**src/rtl/serhost_flags.sv**
```systemverilog
module serhost_flags #(
  parameter int SW       = 24,
  parameter int OVR_BIT  = 20,
  parameter int BERR_BIT = 21,
  parameter int BUSY_BIT = 22
) (
  input  logic          clk,
  input  logic          rst_n,
  input  logic          soft_rst,
  input  logic          port_rst,
  input  logic          stop_state,
  input  logic          mode_spi,
  input  logic          is_master,
  input  logic          scl_in,
  input  logic          sda_in,
  input  logic          ss_act,
  input  logic          ack_done,
  input  logic          ack_ok,
  input  logic          tx_full,
  input  logic          shift_full,
  input  logic          word_end,
  input  logic          ovr_evt,
  input  logic          stat_rd,
  input  logic          rxf_rd,
  output logic          ovr_err,
  output logic          bus_err,
  output logic          busy,
  output logic          suspend_req,
  output logic          stop_req,
  output logic [SW-1:0] status_word
);

  logic       clr;
  logic [1:0] scl_sy, sda_sy;
  logic       sda_prev;
  logic       start_det, stop_det;
  logic       i2c_bus, i2c_nxt;
  logic       spi_busy;
  logic       nack_err, ss_err;
  logic       armed;

  assign clr       = soft_rst | port_rst | stop_state;
  assign start_det = scl_sy[1] &  sda_prev & ~sda_sy[1];
  assign stop_det  = scl_sy[1] & ~sda_prev &  sda_sy[1];
  assign i2c_nxt   = start_det ? 1'b1 : (stop_det ? 1'b0 : i2c_bus);
  assign spi_busy  = is_master ? (tx_full | shift_full) : ss_act;
  assign nack_err  = ~mode_spi & is_master & ack_done & ~ack_ok;
  assign ss_err    =  mode_spi & is_master & ss_act;

  always_ff @(posedge clk or negedge rst_n) begin
    if (!rst_n) begin
      scl_sy   <= 2'b11;
      sda_sy   <= 2'b11;
      sda_prev <= 1'b1;
    end else begin
      scl_sy   <= {scl_sy[0], scl_in};
      sda_sy   <= {sda_sy[0], sda_in};
      sda_prev <= sda_sy[1];
    end
  end

  always_ff @(posedge clk or negedge rst_n) begin
    if (!rst_n) begin
      i2c_bus <= 1'b0;
      busy    <= 1'b0;
    end else if (clr) begin
      i2c_bus <= 1'b0;
      busy    <= 1'b0;
    end else begin
      i2c_bus <= i2c_nxt;
      busy    <= mode_spi ? spi_busy : i2c_nxt;
    end
  end

  always_ff @(posedge clk or negedge rst_n) begin
    if (!rst_n) begin
      bus_err     <= 1'b0;
      suspend_req <= 1'b0;
      stop_req    <= 1'b0;
    end else if (clr) begin
      bus_err     <= 1'b0;
      suspend_req <= 1'b0;
      stop_req    <= 1'b0;
    end else begin
      stop_req <= nack_err;
      if (nack_err || ss_err)
        bus_err <= 1'b1;
      if (nack_err || (mode_spi && bus_err && word_end))
        suspend_req <= 1'b1;
    end
  end

  always_ff @(posedge clk or negedge rst_n) begin
    if (!rst_n) begin
      ovr_err <= 1'b0;
      armed   <= 1'b0;
    end else if (clr) begin
      ovr_err <= 1'b0;
      armed   <= 1'b0;
    end else if (ovr_evt) begin
      ovr_err <= 1'b1;
      armed   <= 1'b0;
    end else if (rxf_rd) begin
      if (armed) ovr_err <= 1'b0;
      armed <= 1'b0;
    end else if (stat_rd && ovr_err) begin
      armed <= 1'b1;
    end
  end

  always_comb begin
    status_word           = '0;
    status_word[OVR_BIT]  = ovr_err;
    status_word[BERR_BIT] = bus_err;
    status_word[BUSY_BIT] = busy;
  end

endmodule

```
**config.mk**
```make
export PLATFORM = sky130hd
export DESIGN_NAME = serhost_flags
export DESIGN_NICKNAME = d
export VERILOG_FILES = /design/src/rtl/serhost_flags.sv
export SDC_FILE = /design/constraint.sdc
export NUM_CORES = 1
export LEC_CHECK = 0
export BUFFER_PORTS_ARGS = -buffer_cell sky130_fd_sc_hd__buf_2
export CELL_PAD_IN_SITES_DETAIL_PLACEMENT = 1
export CELL_PAD_IN_SITES_GLOBAL_PLACEMENT = 1
export CORE_MARGIN = 2
export CORE_UTILIZATION = 27
export DETAILED_ROUTE_END_ITERATION = 8
export PLACE_DENSITY_LB_ADDON = 0.3
export SYNTH_ARGS = -nofsm -noshare
export SYNTH_HDL_FRONTEND = slang
export SYNTH_SLANG_ARGS = --single-unit
```
**constraint.sdc**
```tcl
create_clock -name clk -period 1.35 [get_ports clk]
set_input_delay 0.135 -clock clk [delete_from_list [all_inputs] [get_ports clk]]
set_output_delay 0.135 -clock clk [all_outputs]
set_load 0.1 [all_outputs]
```
## Word level (Yosys, flattened, before mapping)

Index checks and enable logic that the tools add are counted.

| storage, ports and cells | value |
|---|---|
| register bits | 12 |
| bits of input ports | 18 |
| output and inout port bits | 29 |
| word-level logic and storage cells | 56 |

| operators by class | value |
|---|---|
| muxes and demuxes | 19 |
| bitwise operators | 16 |
| reductions and logical operators | 11 |

Operators by type and width:

| operator | count |
|---|---|
| $mux 1 | 19 |
| $and 1x1->1 | 9 |
| $reduce_bool 3->1 | 2 |
| $not 1->1 | 4 |
| $reduce_bool 2->1 | 2 |
| $reduce_bool 4->1 | 1 |
| $logic_and 1x1->1 | 3 |
| $or 1x1->1 | 3 |
| $logic_or 1x1->1 | 2 |
| $reduce_and 2->1 | 1 |

## Depth between registers and ports, before layout

| logic depth | value |
|---|---|
| depth after elaboration | 7 |
| mapped depth | 4 |
| gate-level depth less buffers | 3 |

## Worst setup path before layout

No wires, ideal clock.

| timing | value |
|---|---|
| path kind | register to output |
| from | register bus_err |
| to | output status_word[21] |
| arrival | 1,357 ps |
| required time | 1,215 ps |
| slack | -142 ps |
| stages on the path, launching flop included | 2 |
| path buffers | 1 |
| cell sequence | dfrtp_1 -> buf_4 |

RTL lines:

| item | RTL line | source |
|---|---|---|
| start, declared | 26 | `output logic bus_err,` |
| start signal, assigned | 77 | `bus_err <= 1'b0;` |
| start signal, assigned | 81 | `bus_err <= 1'b0;` |
| start signal, assigned | 87 | `bus_err <= 1'b1;` |
| end, declared | 30 | `output logic [SW-1:0] status_word` |

No word-level cell between the ends.

## Final worst setup path

| timing | value |
|---|---|
| from | register bus_err |
| to | output bus_err |

No word-level cell between the ends.

==> summary by stage <==
Status
The run finished with clean final reports.

Critical path
The cell at the slowest stage of the critical path is buf_2. The maximum cell stage delay along the critical path is 430 ps. Traced cell by cell, the critical path runs through buf_2. In this run the worst path has a maximum fanout of 4. The arrival time at the worst endpoint is 1100 ps. For the worst setup path, the data required time is 1220 ps. In this design, the largest share of critical-path delay is due to buffers and inverters. STA classifies the critical path endpoint as an output port. The kind of critical path is flop to output port.

The number of buffer and inverter stages on the critical path is 1. The kind of start point of the critical path is a flop.

Die
From left edge to right edge, the die measures around 52 um. The number of placement rows is 17. The die covers roughly 0.0027 mm2. The number of top-level pins is 47. Once the floorplan was initialized, standard cells occupied between 20% and 30% of the core. The die is 52.2 um tall. The placeable core area is between 0.002 and 0.0025 mm2.

Yosys
The synthesized area per cell is approximately 10 um2. The sequential cell area fraction in the yosys report is 48.9%. The cell with the most instances after synthesis is buf_4.

Yosys printed 0 warnings. The top-area cell type share of the netlist area is 28.7%. The number of synthesized flops with an enable pin is 0. The most used flip-flop cell after synthesis is dfrtp_1. Summed over all instances, the cell type with the most area after synthesis is buf_4. The post-synthesis instance total is 60. Counting instances in the post-synthesis netlist gives the leading cell types as buf_4, dfrtp_1, a21oi_1, dfstp_2, nor2_1. After synthesis, the cell types taking the most area are buf_4, dfrtp_1, dfstp_2, a21oi_1, nor2_1. Summing every instance area after synthesis gives roughly 630 um2. The proportion of register bits with asynchronous set or reset after synthesis is between 90% and 100%.

The distinct cell type count after synthesis is 17. Counting flops and latches in the post-synthesis netlist gives 12.

Placed design
The placed wire-length estimate is 833 um. The number of buffers inserted by port buffering is 25. The global placer's final weighted congestion is 0.638.

Global routing
The maximum number of pins on one net before global-route repair is 13. Global routing used 9.10% of the available tracks. The wire length of the first global-routing pass is 1790 um. The number of antenna violations at the first check in global routing is 0.

The global-route congestion overflow total is 0. The via count of the first global-routing pass is about 400.

Detailed routing
The routed length per instance is 8.92 um. The average vias per placed instance is about 3.7. Before antenna repair, the detailed router went through 2 iterations. Across all layers, the routed design uses 426 vias. The detail route stage leaves a number of antenna-violating nets equal to 0.

The total length of routed wires is 1030 um. The number of DRC violations after detailed routing is 0. The DRC violation total after the first TritonRoute iteration is 1.

Clock tree
The post-CTS repair timing setup buffer count is 0. The number of clock buffers added by TritonCTS is 3. The largest buffer count on any clock path is 2. The cell at the root of the clock tree is clkbuf_4.

The register clock-pin slew on the reported worst setup and hold paths is around 80 ps. In this run, post-CTS hold repair placed 3 buffers. Clock latency on the worst-skew pair, taken at its later pin, is roughly 270 ps. The H-tree level count is 1. The clock drives 12 sinks. The clock tree from TritonCTS is done.

The number of gates resized after CTS is 0.

Power
The total design power is 1.01 mW. Dividing total power by cell area gives a power density of between 1000 and 1500 mW/mm2. The worst voltage drop across the vdd grid is roughly 0.64 mV. The leakage power figure is about 0.39 nW.

Timing
For the final database, setup skew stands at slightly below 5 ps. Setup violations remaining at the end of the flow were counted as 0. Setup repair after global routing left no endpoint under its margin. In the final timing run, aggregate negative setup slack is 0 ps. Subtracting the final worst setup slack from the clock period gives 1230 ps. The final worst-path cycle share is 91.2%. The number of max-slew violations in the final report is 0. Based on the critical path, the design can be clocked at up to a little over 800 MHz. The count of endpoints failing hold in the final timing report was 0.

Layout
The number of nets in the finished design is 106. The share of the core filled with cells is 33.5%. The post-route netlist has 43.7% of its cells at a drive strength greater than 1.

The antenna diode count is 0. The layout overhead on the synthesized area is 18.2%.

Min path
The path type of the worst min-delay path is input pin to flop.

Run
The count of maximum capacitance violations is 0.
## flip-flops by register name, indices dropped and copies added, names as in the netlist
signal       count
stop_req         1
armed            1
scl_sy           2
busy             1
bus_err          1
sda_prev         1
sda_sy           2
ovr_err          1
suspend_req      1
i2c_bus          1
## cell families after synthesis
kind of cell | count (synthesis) | synth area share (%)
compound gates | 10 | 10.4
other cells | 1 | 0.598
flops | 12 | 48.9
buf+inv | 27 | 31.7
simple gates | 10 | 8.38
## metal layers
metal  GRT usage [%]  wire length (um)
met1            10.7               427
met2            14.8               467
met3            5.14               131
met4            1.28                 0
met5               0                 0
## path summary, 6_finish.rpt
| path | start | to | slack (ps) | cells after the start |
|---|---|---|---|---|
| max in group asynchronous | rst_n | scl_sy[0] | 810 | 2 |
| min reg2reg | scl_sy[0] | scl_sy[1] | 350 | 0 |
| max | bus_err | bus_err | 120 | 1 |
| min in group asynchronous | rst_n | bus_err | 270 | 2 |
| min | ovr_evt | armed | 40 | 2 |
| max reg2reg | scl_sy[1] | busy | 310 | 3 |
## per-stage QoR
stage	setup slack [ps]	hold slack (ps)	area, um2	std cells
CTS	96.5	21.9	741	115
finish	119	37.8	741	115
detailed placement	217	28.2	674	108
global route	53.9	17.9	741	115
floorplan	143	-161	706	80
global placement	237	21.4	674	108
## area by class of cell
class / count / area, um2
multi-input cells: 41 / 196
inverters: 2 / 7.51
well taps: 28 / 35.0
fillers: 274 / 1470
flip-flops and latches: 12 / 310
clock buffers: 4 / 36.3
repair buffers: 28 / 155
## cells in the final DEF, fill, tap and decap left out, drive strengths merged, types with 2 or more instances in the layout
cell type,netlist,layout
clkbuf,0,4
dlygate4sd3,0,3
a31oi,2,2
dfrtp,7,7
a21oi,5,5
inv,2,2
buf,25,25
conb,1,21
nor2,5,5
dfstp,5,5
## power by group
group	switching (mW)	internal (mW)
clock network	0.114	0.164
logic	0.317	0.0349
registers	0.00513	0.376
total	0.436	0.575
Power figures use the tool's default switching activity.
